==> config.mk <==
export PLATFORM = sky130hd
export DESIGN_NAME = vga_raster_timing
export DESIGN_NICKNAME = d
export VERILOG_FILES = /design/src/rtl/vga_pkg.sv /design/src/rtl/vga_axis.sv /design/src/rtl/vga_rgb_gate.sv /design/src/rtl/vga_raster_timing.sv
export SDC_FILE = /design/constraint.sdc
export NUM_CORES = 1
export LEC_CHECK = 0
export BUFFER_PORTS_ARGS = -buffer_cell sky130_fd_sc_hd__buf_2
export CAP_MARGIN = 40
export CELL_PAD_IN_SITES_DETAIL_PLACEMENT = 0
export CELL_PAD_IN_SITES_GLOBAL_PLACEMENT = 1
export CORE_ASPECT_RATIO = 0.7
export CORE_MARGIN = 1
export CORE_UTILIZATION = 40
export CTS_CLUSTER_SIZE = 14
export DETAILED_ROUTE_END_ITERATION = 10
export PLACE_DENSITY_LB_ADDON = 0.1
export SLEW_MARGIN = 20
export SYNTH_ARGS = -nofsm -noshare
export SYNTH_HDL_FRONTEND = slang
export SYNTH_SLANG_ARGS = --single-unit
==> constraint.sdc <==
create_clock -name clk -period 3.5 [get_ports clk]
set_clock_uncertainty 0.2 [all_clocks]
set_input_delay 0.35 -clock clk [delete_from_list [all_inputs] [get_ports clk]]
set_output_delay 0.35 -clock clk [all_outputs]
set_load 0.02 [all_outputs]
==> src/rtl/vga_pkg.sv <==
package vga_pkg;

  // Interval of one raster axis that a counter position falls in.
  typedef enum logic [1:0] {
    PH_SHOW  = 2'd0,
    PH_LEAD  = 2'd1,
    PH_PULSE = 2'd2,
    PH_TRAIL = 2'd3
  } axis_phase_t;

endpackage

==> src/rtl/vga_axis.sv <==
module vga_axis
  import vga_pkg::*;
#(
  parameter int VIS  = 640,
  parameter int FP   = 16,
  parameter int SYNC = 96,
  parameter int BP   = 48,
  localparam int TOT = VIS + FP + SYNC + BP,
  localparam int W   = $clog2(TOT)
) (
  input  logic         clk,
  input  logic         rst,
  input  logic         adv,
  output logic [W-1:0] pos,
  output logic         last,
  output logic         show,
  output logic         pulse
);

  localparam logic [W-1:0] LEAD_AT  = W'(VIS);
  localparam logic [W-1:0] PULSE_AT = W'(VIS + FP);
  localparam logic [W-1:0] TRAIL_AT = W'(VIS + FP + SYNC);
  localparam logic [W-1:0] LAST_AT  = W'(TOT - 1);

  axis_phase_t phase;

  always_ff @(posedge clk) begin
    if (rst) begin
      pos <= '0;
    end else if (adv) begin
      pos <= last ? '0 : pos + 1'b1;
    end
  end

  always_comb begin
    if (pos < LEAD_AT)       phase = PH_SHOW;
    else if (pos < PULSE_AT) phase = PH_LEAD;
    else if (pos < TRAIL_AT) phase = PH_PULSE;
    else                     phase = PH_TRAIL;
  end

  assign last  = (pos == LAST_AT);
  assign show  = (phase == PH_SHOW);
  assign pulse = (phase == PH_PULSE);

endmodule

==> src/rtl/vga_rgb_gate.sv <==
module vga_rgb_gate #(
  parameter int W = 8
) (
  input  logic         clk,
  input  logic         rst,
  input  logic         show,
  input  logic [W-1:0] pix_i,
  output logic [W-1:0] pix_o
);

  always_ff @(posedge clk) begin
    if (rst)       pix_o <= '0;
    else if (show) pix_o <= pix_i;
    else           pix_o <= '0;
  end

endmodule

==> src/rtl/vga_raster_timing.sv <==
module vga_raster_timing #(
  parameter int H_VIS  = 640,
  parameter int H_FP   = 16,
  parameter int H_SYNC = 96,
  parameter int H_BP   = 48,
  parameter int V_VIS  = 480,
  parameter int V_FP   = 10,
  parameter int V_SYNC = 2,
  parameter int V_BP   = 29,
  parameter int RED_W  = 3,
  parameter int GRN_W  = 3,
  parameter int BLU_W  = 2,
  localparam int H_TOT = H_VIS + H_FP + H_SYNC + H_BP,
  localparam int V_TOT = V_VIS + V_FP + V_SYNC + V_BP,
  localparam int CW    = $clog2(H_TOT),
  localparam int RW    = $clog2(V_TOT)
) (
  input  logic             clk,
  input  logic             rst,
  input  logic [RED_W-1:0] red_i,
  input  logic [GRN_W-1:0] green_i,
  input  logic [BLU_W-1:0] blue_i,
  output logic [CW-1:0]    col_o,
  output logic [RW-1:0]    row_o,
  output logic             de_o,
  output logic             hsync_n_o,
  output logic             vsync_n_o,
  output logic             sof_o,
  output logic [RED_W-1:0] red_o,
  output logic [GRN_W-1:0] green_o,
  output logic [BLU_W-1:0] blue_o
);

  localparam int PW = RED_W + GRN_W + BLU_W;

  logic [CW-1:0] h_pos;
  logic [RW-1:0] v_pos;
  logic          h_last, h_show, h_pulse;
  logic          v_last, v_show, v_pulse;
  logic          show_now;
  logic [PW-1:0] pix_out;

  vga_axis #(.VIS(H_VIS), .FP(H_FP), .SYNC(H_SYNC), .BP(H_BP)) u_haxis (
    .clk  (clk),
    .rst  (rst),
    .adv  (1'b1),
    .pos  (h_pos),
    .last (h_last),
    .show (h_show),
    .pulse(h_pulse)
  );

  vga_axis #(.VIS(V_VIS), .FP(V_FP), .SYNC(V_SYNC), .BP(V_BP)) u_vaxis (
    .clk  (clk),
    .rst  (rst),
    .adv  (h_last),
    .pos  (v_pos),
    .last (v_last),
    .show (v_show),
    .pulse(v_pulse)
  );

  assign show_now = h_show & v_show;

  vga_rgb_gate #(.W(PW)) u_gate (
    .clk  (clk),
    .rst  (rst),
    .show (show_now),
    .pix_i({red_i, green_i, blue_i}),
    .pix_o(pix_out)
  );

  assign {red_o, green_o, blue_o} = pix_out;

  // Output stage: one register per signal, all describing the same position.
  always_ff @(posedge clk) begin
    if (rst) begin
      col_o     <= CW'(H_TOT - 1);
      row_o     <= RW'(V_TOT - 1);
      de_o      <= 1'b0;
      hsync_n_o <= 1'b1;
      vsync_n_o <= 1'b1;
      sof_o     <= 1'b0;
    end else begin
      col_o     <= h_pos;
      row_o     <= v_pos;
      de_o      <= show_now;
      hsync_n_o <= ~h_pulse;
      vsync_n_o <= ~v_pulse;
      sof_o     <= (h_pos == '0) && (v_pos == '0);
    end
  end

  logic unused_last;
  assign unused_last = v_last;

endmodule

# Word level (Yosys, flattened, before mapping)
# Cells that the tools add are included.
# op_classes
n_eq_ne	4
muxes	7
n_bitwise	4
magnitude_cmp	6
addsub	2
reduce_logical	7
# op_table
cell	count
less-than comparator 10 bit, second input constant	3
less-than comparator 10 x 9 -> 1 bit, second input constant	3
adder 10 x 1 -> 10 bit, second input constant	2
equality test 10 bit, second input constant	2
logical NOT 10 bit	2
two-way mux 10 bit	1
two-way mux 2 bit	4
equality test 2 bit, second input constant	2
logical NOT 2 bit	2
OR reduction 2 bit	2
NOT 1 bit	3
two-way mux 1 bit	2
bitwise AND 1 bit	1
logical AND 1 bit	1
# word_totals
elab_cells	39
reg_bits	52
input_bits	10
out_inout_bits	32

# Logic depth before layout (Yosys ltp)
# Gate-level depths: netlist of run 1.
# logic_depth
ltp_word	8
depth_mapped	6
depth_no_buf	6

# Modules after synthesis
# Synthesis of run 1 repeated with hierarchy kept, for this count alone.
# hier_totals
cells_unflattened	186
area_unflattened_um2	1950.6
# modules_own_cells
mod	area_each_um2	cells_each	seq_area_each_um2	instances
vga_raster_timing	693.2	58	480.5	1
vga_axis (u_vaxis)	535.5	59	200.2	1
vga_axis (u_haxis)	491.7	53	200.2	1
vga_rgb_gate	230.2	16	160.2	1

# Worst setup path after synthesis of run 1
# No wires, ideal clock.
# synth_timing
path_type	flip-flop to flip-flop
start	reg u_haxis.pos[0]
end	reg u_vaxis.pos[2]
path_stages_with_launch	6
t_required_ns	3.169
n_path_buf	0
setup_ns	0.131
arrival_ns	1.471
path_slack_ns	1.697
cell_sequence	dfxtp_1 -> ha_1 -> and3_1 -> nand3_1 -> o21bai_1 -> nor2_1
# synth_between
elab_chain_cells	1
# synth_rtl
element	line_no	rtl
from (decl)	vga_axis.sv:14	output logic [W-1:0] pos,
from (signal assigned)	vga_axis.sv:31	pos <= last ? '0 : pos + 1'b1;
equality test 10 bit	vga_axis.sv:42	assign last = (pos == LAST_AT);
to (signal assigned)	vga_axis.sv:31	
to (decl)	vga_axis.sv:14	
# Every way passes these cells.
# A chain may end at the register's enable or synchronous reset.

# Worst setup path after layout of run 1
# Same ends and word-level chain as after synthesis.

==> results of run 1 <==
## logic make-up after synthesis
kind of cell               Yosys count  share of synthesized area [%]
and+or+nand+nor                     93                           28.4
adders and majority gates            4                           2.65
xor gates and xnor gates            11                           5.09
DFF                                 52                           55.0
muxes                                1                          0.595
buffers and inverters               16                           4.03
AOI/OAI and AO/OA                   13                           4.23
## metrics by stage
step	instances	cell area (um^2)
after floorplan	190	1890
after global placement	279	2120
after detailed placement	279	2120
after CTS	287	2280
after global routing	287	2280
final	287	2280
## how the worst max path moves through the flow
stage | to | start | slack, ns
floorplan | u_vaxis.pos[2]$_SDFFE_PP0P_ | u_haxis.pos[0]$_SDFF_PP0_ | 1.70
global placement | u_vaxis.pos[2]$_SDFFE_PP0P_ | u_haxis.pos[0]$_SDFF_PP0_ | 1.50
detailed placement | u_vaxis.pos[2]$_SDFFE_PP0P_ | u_haxis.pos[0]$_SDFF_PP0_ | 1.37
CTS | u_vaxis.pos[2]$_SDFFE_PP0P_ | u_haxis.pos[0]$_SDFF_PP0_ | 1.35
global route | u_vaxis.pos[2]$_SDFFE_PP0P_ | u_haxis.pos[0]$_SDFF_PP0_ | 1.14
finish | u_vaxis.pos[2]$_SDFFE_PP0P_ | u_haxis.pos[0]$_SDFF_PP0_ | 1.34
## per-layer routing
| layer | global-route usage (%) | vias up | wire length (um) |
|---|---|---|---|
| met5 | 0 | - | 0 |
| met4 | 5.17 | 0 | 32 |
| met3 | 4.74 | 5 | 240 |
| met2 | 21.3 | 44 | 1460 |
| met1 | 22.4 | 648 | 1930 |
| li1 | - | 715 | - |
## registers in the layout, summed over array words and instances (netlist names)
name / count
de_o: 1
u_haxis.pos: 10
u_gate.pix_o: 8
vsync_n_o: 1
row_o: 10
col_o: 10
u_vaxis.pos: 10
hsync_n_o: 1
sof_o: 1
## placed cells by master, fill, tap and decap left out, types with 2 or more instances in the layout
cell type and n:
buf_2 41, o21ai_0 4, nand4_1 5, o2bb2ai_1 2
xor2_1 4, nor2b_1 7, dfxtp_1 52, ha_1 4
bufinv_16 3, or4_1 3, nor3_1 4, or3_1 2
inv_1 9, nor4_1 2, nor4b_1 3, nand2_1 6
a21oi_1 4, clkbuf_8 5, or2_2 8, nor2_1 23
o31ai_1 2, nand3_1 9, xnor2_1 7, and3_1 5
and2_1 8, nand2b_1 3
## Yosys cell counts (5+ instances only)
cell	number
or2_2	8
nor2b_1	7
nor2_1	23
and3_1	5
xnor2_1	7
and2_1	8
dfxtp_1	52
nand4_1	5
nand3_1	9
nand2_1	6
inv_1	9
## power by group through the flow
stage	clock network [mW]	logic [mW]	registers (mW)
2_1_floorplan	0	0.0243	0.645
3_3_place_gp	0	0.0644	0.627
3_5_place_dp	0	0.0645	0.628
4_1_cts	0.557	0.0647	0.614
5_1_grt	0.587	0.0704	0.616
6_report	0.550	0.0640	0.614
## layout make-up
| type | instances | area [um^2] | share of cell area [%] |
|---|---|---|---|
| repair buffers | 41 | 205 | 8.99 |
| clock buffers | 5 | 68.8 | 3.02 |
| inverters | 9 | 33.8 | 1.48 |
| well taps | 55 | 68.8 | 3.02 |
| flip-flops and latches | 52 | 1040 | 45.6 |
| clock inverters | 3 | 90.1 | 3.95 |
| multi-input cells | 122 | 774 | 33.9 |
==> flow_summary.yaml, run 1 <==
synth:
  ys_ff_latch: 52
  synth_area_leader_cell: "dfxtp_1"
  synth.distinct_cells: 33
  synth_seq_area_share_pct: 55.0
  synth_flop_cell: "dfxtp_1"
  syn_avg_cell_area_um2: 9.96
  syn_area_um2: 1890
  synthArstFlopShare_pct: 0
  synth_warnings: 0
  synth_fp_nets: 204
  netlist_instances: 190
  synth.top_cell.area_share_pct: 55.0
  synth_area_leaders: "dfxtp_1 55%, nor2_1 4.6%, xnor2_1 3.2%"
  synth_edf_count: 0
power_and_ir_drop:
  power_frac_comb_pct: 5.2
  intPower_mw: 0.989
  switching_share_pct: 19.5
  p_per_area_nw_per_um2: 538
  p_leak_nw: 0.967
  seqPwrFrac_pct: 50.0
  power.total_mw: 1.23
  p_sw_mw: 0.239
  p_clk_share_pct: 44.8
  ir_drop_uv: 361
worst_hold_path:
  hold_end: "u_gate.pix_o[0]$_SDFF_PP0_"
  holdPathStages: 2
  min_path_type: "in -> reg"
  min_from: "blue_i[0]"
sta:
  holdWs_ns: 0.0400
  fmax_mhz: 464
  drv_slew: 0
  setup_ws_ns: 1.34
  finalCritPeriodShare_pct: 61.6
  rsz0062_at_grt: "no"
  worst_pin_slew_ns: 0.519
  finalSetupTns_ns: 0
  setup_violations: 0
  hold_viol_final: 0
  relSlewSlack_pct: 65.3
  period_minus_slack_ns: 2.16
clock_tree:
  cts-hold-fix-buffers: 0
  path_clk_slew_ns: 0.09
  clock_latency_ns: 0.30
  cts.sinks: 52
  htreeDepth: 2
  post-cts-setup-buffers: 0
  cts_resized: 0
  cts-root-buf: "clkbuf_8"
  clockBufferDepth: 2
  numCtsBuffers: 5
  cts_tree: "built"
detailed_routing:
  wl_per_cell_um: 12.8
  vias: 1412
  drtIter0Drc: 66
  drt-total-wl_um: 3670
  avgViaCountPerCell: 4.92
  detail-route-antenna-nets: 0
  route.detailed.drc: 10
  drt-pass1-iter-count: 7
global_route:
  grt.total_usage_pct: 15.3
  grt_overflow_total: 0
  grt_pass1_vias: 1234
  grt_pass1_wl_um: 5910
  antenna_found_initial: 0
  grt_max_degree: 29
outcome:
  failed_checks: "DRC"
  run_status: "complete, but fails checks"
final_layout:
  area_growth_pct: 20.6
  num-fill-cells: 418
  finalNetCount: 245
  drive_gt1_share_pct: 26.3
  diodes: 0
  fin_util_pct: 51.5
worst_setup_path:
  critPathMaxStageDelay_ns: 0.50
  crit_buf_inv: 0
  reg2reg_depth: 5
  crit_path_end_kind: "flip-flop"
  cp.depth: 5
  r2r_slack_ns: 1.34
  r2r_end: "u_vaxis.pos[2]$_SDFFE_PP0P_"
  r2r_start: "u_haxis.pos[0]$_SDFF_PP0_"
  crit_path_max_fanout: 7
  path_cells: "ha_1 > and3_1 > nand3_1 > o21bai_1 > nor2_1"
  slowest_stage: "o21bai_1"
  critPathKind: "reg -> reg"
  arrival_ns: 2.13
  path_delay_family: "simple AND/OR/NAND/NOR gates"
  cp_data_required_time_ns: 3.48
  crit_path_start_kind: "flip-flop"
placement:
  dp_slack_ns: 1.37
  io_buffers: 41
  place.gp.congestion: 0.827
  hpwl_um: 2600
flow_run:
  maxCapViolCount: 0
floorplan:
  placement_rows: 20
  ios: 42
  core_area_um2: 4430
  die_h_um: 59.5
  start_util_pct: 42.7
  die_area_um2: 5010
  fp.dieW_um: 84.2
Power figures use the tool's default switching activity.
==> inputs of run 2 (changes only) <==
--- a/config.mk
+++ b/config.mk
@@ -11,7 +11,7 @@
 export CELL_PAD_IN_SITES_GLOBAL_PLACEMENT = 1
 export CORE_ASPECT_RATIO = 0.7
 export CORE_MARGIN = 1
-export CORE_UTILIZATION = 40
+export CORE_UTILIZATION = 36
 export CTS_CLUSTER_SIZE = 14
 export DETAILED_ROUTE_END_ITERATION = 10
 export PLACE_DENSITY_LB_ADDON = 0.1
==> constraint.sdc (replaced) <==
create_clock -name clk -period 1.8 [get_ports clk]
set_clock_uncertainty 0.2 [all_clocks]
set_input_delay 0.18 -clock clk [delete_from_list [all_inputs] [get_ports clk]]
set_output_delay 0.18 -clock clk [all_outputs]
set_load 0.02 [all_outputs]
==> run 2 against run 1 <==
  * The run now ends clean
  * Routed wire length rose by 6.6%
  * Critical path depth stayed put
  * Hold slack gained 0.28 ns
  * Combinational power rose by 150%
  * Die area up 11%
  * Clock power increased by 71%
  * Cell area rose by 12%
  * Total power is 87% higher
  * Highest routed layer unchanged
  * Final cell count rose by 15%
==> flow_summary.yaml, run 2 (same netlist as run 1, synthesis figures left out) <==
worst_setup_path:
  arrival_ns: 1.77
  cp_data_required_time_ns: 1.84
  crit_path_end_kind: "flip-flop"
  path_cells: "ha_1 > and3_1 > nand4_4 > or4_4 > a21oi_2"
  crit_path_max_fanout: 5
  crit_path_start_kind: "flip-flop"
  slowest_stage: "or4_4"
  critPathMaxStageDelay_ns: 0.44
  critPathKind: "reg -> reg"
clock_tree:
  clock_latency_ns: 0.30
  htreeDepth: 2
  path_clk_slew_ns: 0.09
  numCtsBuffers: 5
  clockBufferDepth: 2
  cts-root-buf: "clkbuf_8"
  cts.sinks: 52
  cts_tree: "built"
floorplan:
  start_util_pct: 38.5
  die_h_um: 62.7
  ios: 42
  core_area_um2: 4910
  fp.dieW_um: 88.6
  die_area_um2: 5550
  placement_rows: 21
outcome:
  run_status: "completed"
placement:
  hpwl_um: 2910
  place.detailed.instances: 309
  place.gp.congestion: 0.811
  io_buffers: 41
global_route:
  antenna_found_initial: 0
  grt_pass1_vias: 1415
  grt_max_degree: 28
  grt_overflow_total: 0
  grt_pass1_wl_um: 6540
  grt.total_usage_pct: 15.4
sta:
  period_minus_slack_ns: 1.73
  worst_pin_slew_ns: 0.324
  fmax_mhz: 579
  hold_viol_final: 0
  rsz0062_at_grt: "yes"
  finalSetupTns_ns: 0
  finalCritPeriodShare_pct: 96.0
  setup_violations: 0
  drv_slew: 0
  relSlewSlack_pct: 78.4
detailed_routing:
  drtIter0Drc: 122
  drt-total-wl_um: 3910
  vias: 1501
  wl_per_cell_um: 11.9
  detail-route-antenna-nets: 0
  drt-pass1-iter-count: 4
  avgViaCountPerCell: 4.56
  route.detailed.drc: 0
final_layout:
  finalNetCount: 273
  fin_util_pct: 51.9
  diodes: 0
  instances_no_fill: 329
  area.sequential_um2: 1050
  drive_gt1_share_pct: 35.0
  area_growth_pct: 34.9
  mostFrequentLayoutCells: "47 x dfxtp_1, 41 x buf_2, 23 x nor2_1"
  multi_input_area_um2: 810
  num-fill-cells: 458
  final_common_cell: "dfxtp_1"
worst_hold_path:
  min_path_type: "reg -> reg"
power_and_ir_drop:
  p_per_area_nw_per_um2: 898
  p_leak_nw: 1.10
  ir_drop_uv: 358
flow_run:
  maxCapViolCount: 0
## run 2: cell types whose count changed in the layout (fill, tap and decap cells not counted), moves of 5 or more
| cell | before | now |
|---|---|---|
| dfxtp_1 | 52 | 47 |
| dfxtp_2 | 0 | 5 |
| dlygate4sd3_1 | 0 | 9 |
| buf_4 | 0 | 19 |
## run 2: worst paths after layout
kind	end	startpoint	cells after the start	slack, ns
hold reg to reg	row_o[1]$_SDFF_PP0_	u_vaxis.pos[1]$_SDFFE_PP0P_	2	0.32
setup reg to reg	u_vaxis.pos[6]$_SDFFE_PP0P_	u_vaxis.pos[0]$_SDFFE_PP0P_	5	0.07
setup / recovery	u_vaxis.pos[6]$_SDFFE_PP0P_	u_vaxis.pos[0]$_SDFFE_PP0P_	5	0.07
hold / removal	row_o[1]$_SDFF_PP0_	u_vaxis.pos[1]$_SDFFE_PP0P_	2	0.32
## run 2: stage by stage
| step | worst slack, ns | area [um^2] | hold slack [ns] | total power [mW] |
|---|---|---|---|---|
| after CTS | 0.00358 | 2500 | 0.344 | 2.33 |
| after floorplan | 0.000163 | 1900 | 0.102 | 1.30 |
| after detailed placement | 0.00448 | 2260 | 0.184 | 1.36 |
| after global placement | 0.0422 | 2260 | 0.180 | 1.36 |
| after global routing | -0.0482 | 2550 | 0.345 | 2.40 |
| final | 0.0724 | 2550 | 0.323 | 2.29 |
## run 2: where the power goes
group	internal, mW	switching (mW)	total, mW	leakage [nW]
registers	1.18	0.00788	1.19	0.428
logic	0.0717	0.0869	0.159	0.604
clock network	0.559	0.384	0.943	0.0687
total	1.81	0.478	2.29	1.10
## run 2: timing repair
item                                   CTS  global route
setup buffers                            0             3
resized for setup                        2            10
hold buffers                             9             0
pin swaps                                0             5
setup endpoints to repair                4            10
endpoints found under the hold margin    9             0
## run 2: worst max-delay path: cells and delay by family (launching register included)
family                     cells  cell delay [ns]
and+or+nand+nor                3             0.77
adders and majority gates      1             0.18
DFF                            1             0.38
AOI/OAI and AO/OA              1             0.14
## run 2: metal layers
layer / GRT usage, % / vias up / wire (um)
met5: 0 / - / 0
met4: 6.05 / 0 / 57
met3: 5.15 / 7 / 310
met2: 21.3 / 53 / 1560
met1: 21.9 / 665 / 1980
li1: - / 776 / -
## run 2: layout make-up
cell class / count / area share (%)
multi-input combinational: 122 / 31.7
clock inverter: 3 / 2.70
inverter: 9 / 1.32
tap: 69 / 3.38
sequential: 52 / 41.0
timing repair buffer: 69 / 17.2
clock buffer: 5 / 2.70
==> inputs of run 3 (changes only) <==
--- a/config.mk
+++ b/config.mk
@@ -6,7 +6,7 @@
 export NUM_CORES = 1
 export LEC_CHECK = 0
 export BUFFER_PORTS_ARGS = -buffer_cell sky130_fd_sc_hd__buf_2
-export CAP_MARGIN = 40
+export CAP_MARGIN = 0
 export CELL_PAD_IN_SITES_DETAIL_PLACEMENT = 0
 export CELL_PAD_IN_SITES_GLOBAL_PLACEMENT = 1
 export CORE_ASPECT_RATIO = 0.7
==> constraint.sdc (replaced) <==
create_clock -name clk -period 1.55 [get_ports clk]
set_clock_uncertainty 0.2 [all_clocks]
set_input_delay 0.155 -clock clk [delete_from_list [all_inputs] [get_ports clk]]
set_output_delay 0.155 -clock clk [all_outputs]
set_load 0.02 [all_outputs]
==> run 3 against run 2 <==
  * The flow now finishes with violations (setup timing)
  * Routed wire length increased by 8.2%
  * Hold slack worse by 0.32 ns
  * Critical path depth unchanged
  * Maximum frequency is 5.4% higher
  * Largest power group unchanged
  * Global-route usage up 1.1 points
  * First-iteration DRC count is 70% lower
  * Die area stayed put
  * Via count up 2.4%
==> flow_summary.yaml, run 3 (same netlist as run 1, synthesis figures left out) <==
outcome:
  run_status: "complete, but fails checks"
  failed_checks: "setup timing"
clock_tree:
  htreeDepth: 2
  path_clk_slew_ns: 0.09
  cts-root-buf: "clkbuf_8"
  clockBufferDepth: 2
  cts_tree: "built"
  cts.sinks: 52
  numCtsBuffers: 5
  clock_latency_ns: 0.30
floorplan:
  die_area_um2: 5550
  fp.dieW_um: 88.6
  placement_rows: 21
  ios: 42
  die_h_um: 62.7
  core_area_um2: 4910
  start_util_pct: 38.5
sta:
  rsz0062_at_grt: "yes"
  fmax_mhz: 610
  setup_violations: 9
  hold_viol_final: 0
  period_minus_slack_ns: 1.64
  relSlewSlack_pct: 81.6
  holdWs_ns: 0.00189
  worst_pin_slew_ns: 0.273
  drv_slew: 0
  finalSetupTns_ns: -0.435
  setup_ws_ns: -0.0889
  finalCritPeriodShare_pct: 106
detailed_routing:
  drt-total-wl_um: 4230
  detail-route-antenna-nets: 0
  vias: 1537
  avgViaCountPerCell: 4.48
  drtIter0Drc: 37
  wl_per_cell_um: 12.3
  drt-pass1-iter-count: 4
  route.detailed.drc: 0
final_layout:
  mostFrequentLayoutCells: "44 x dfxtp_1, 41 x buf_2, 34 x buf_4"
  drive_gt1_share_pct: 45.6
  area_growth_pct: 43.5
  diodes: 0
  final_common_cell: "dfxtp_1"
  instances_no_fill: 343
  finalNetCount: 288
power_and_ir_drop:
  p_per_area_nw_per_um2: 848
  ir_drop_uv: 392
  p_leak_nw: 1.17
  power.total_mw: 2.30
global_route:
  grt_pass1_vias: 1408
  antenna_found_initial: 0
  grt_pass1_wl_um: 6820
  grt_max_degree: 28
  grt.total_usage_pct: 16.5
  grt_overflow_total: 0
worst_setup_path:
  slowest_stage: "dfxtp_4"
  r2r_start: "u_haxis.pos[1]$_SDFF_PP0_"
  critPathKind: "reg -> reg"
  crit_path_max_fanout: 4
  r2r_end: "u_vaxis.pos[9]$_SDFFE_PP0P_"
  arrival_ns: 1.67
  crit_path_end_kind: "flip-flop"
  crit_path_start_kind: "flip-flop"
  r2r_slack_ns: -0.09
  path_cells: "ha_4 > and3_4 > nand4_1 > or3_1 > a21oi_1"
  critPathMaxStageDelay_ns: 0.36
  reg2reg_depth: 5
  cp_data_required_time_ns: 1.58
placement:
  dp_slack_ns: -0.181
  io_buffers: 41
  hpwl_um: 3040
  place.detailed.instances: 327
  place.gp.congestion: 0.785
worst_hold_path:
  min_from: "rst"
  hold_end: "row_o[9]$_SDFF_PP1_"
  min_path_type: "in -> reg"
  holdPathStages: 4
flow_run:
  maxCapViolCount: 0
run 3: cell types whose count changed in the layout (fill, tap and decap cells not counted), moves of 3 or more:
cell | before | now
and3_1 | 4 | 1
ha_4 | 0 | 3
ha_1 | 4 | 1
buf_4 | 19 | 34
dfxtp_1 | 47 | 44
dfxtp_4 | 0 | 4
run 3: metrics by stage:
step	utilization [%]	instance area, um^2
detailed placement	49.6	2440
finish	55.3	2720
floorplan	-	1930
CTS	54.0	2650
global route	55.3	2720
global placement	49.6	2440
run 3: power by group:
group | internal (mW) | total (mW) | switching (mW) | leakage, nW
Sequential | 1.37 | 1.38 | 0.0116 | 0.431
Combinational | 0.0864 | 0.188 | 0.102 | 0.696
Clock | 0.308 | 0.735 | 0.427 | 0.0443
run 3: worst max-delay path by stage:
stage / endpoint / cells past startpoint / from
2_1_floorplan: u_vaxis.pos[8]$_SDFFE_PP0P_ / 5 / u_haxis.pos[1]$_SDFF_PP0_
3_3_place_gp: u_vaxis.pos[2]$_SDFFE_PP0P_ / 7 / u_vaxis.pos[0]$_SDFFE_PP0P_
3_5_place_dp: u_vaxis.pos[9]$_SDFFE_PP0P_ / 7 / u_vaxis.pos[0]$_SDFFE_PP0P_
4_1_cts: u_vaxis.pos[6]$_SDFFE_PP0P_ / 5 / u_vaxis.pos[0]$_SDFFE_PP0P_
5_1_grt: u_vaxis.pos[9]$_SDFFE_PP0P_ / 5 / u_vaxis.pos[6]$_SDFFE_PP0P_
6_report: u_vaxis.pos[9]$_SDFFE_PP0P_ / 5 / u_haxis.pos[1]$_SDFF_PP0_
run 3: metal layers:
metal	vias up	part of all wire (%)	GRT usage, %	wire length [um]
met2	37	43	24.6	1830
met3	8	4.7	4.10	197
met1	691	51	22.9	2150
met4	0	1.3	6.05	56
li1	801	-	-	-
met5	-	0	0	0
run 3: worst max-delay path: cells and delay by family, from the launching register on:
family,cells,cell delay [ns]
fa+ha+maj,1,0.13
simple gates,3,0.73
compound gates,1,0.15
flops,1,0.36
run 3: timing repair:
| action | in CTS | in global routing |
|---|---|---|
| setup buffers | 1 | 0 |
| endpoints found under the hold margin | 8 | 0 |
| resized for setup | 16 | 14 |
| pin swaps | 3 | 5 |
| setup endpoints to repair | 17 | 25 |
| hold buffers | 8 | 0 |
run 3: cell type report:
type	count	area, um^2
inverters	9	36.3
fillers	463	2200
clock buffers	5	68.8
well taps	69	86.3
clock inverters	2	11.3
repair buffers	84	552
multi-input cells	122	900
flip-flops and latches	52	1060
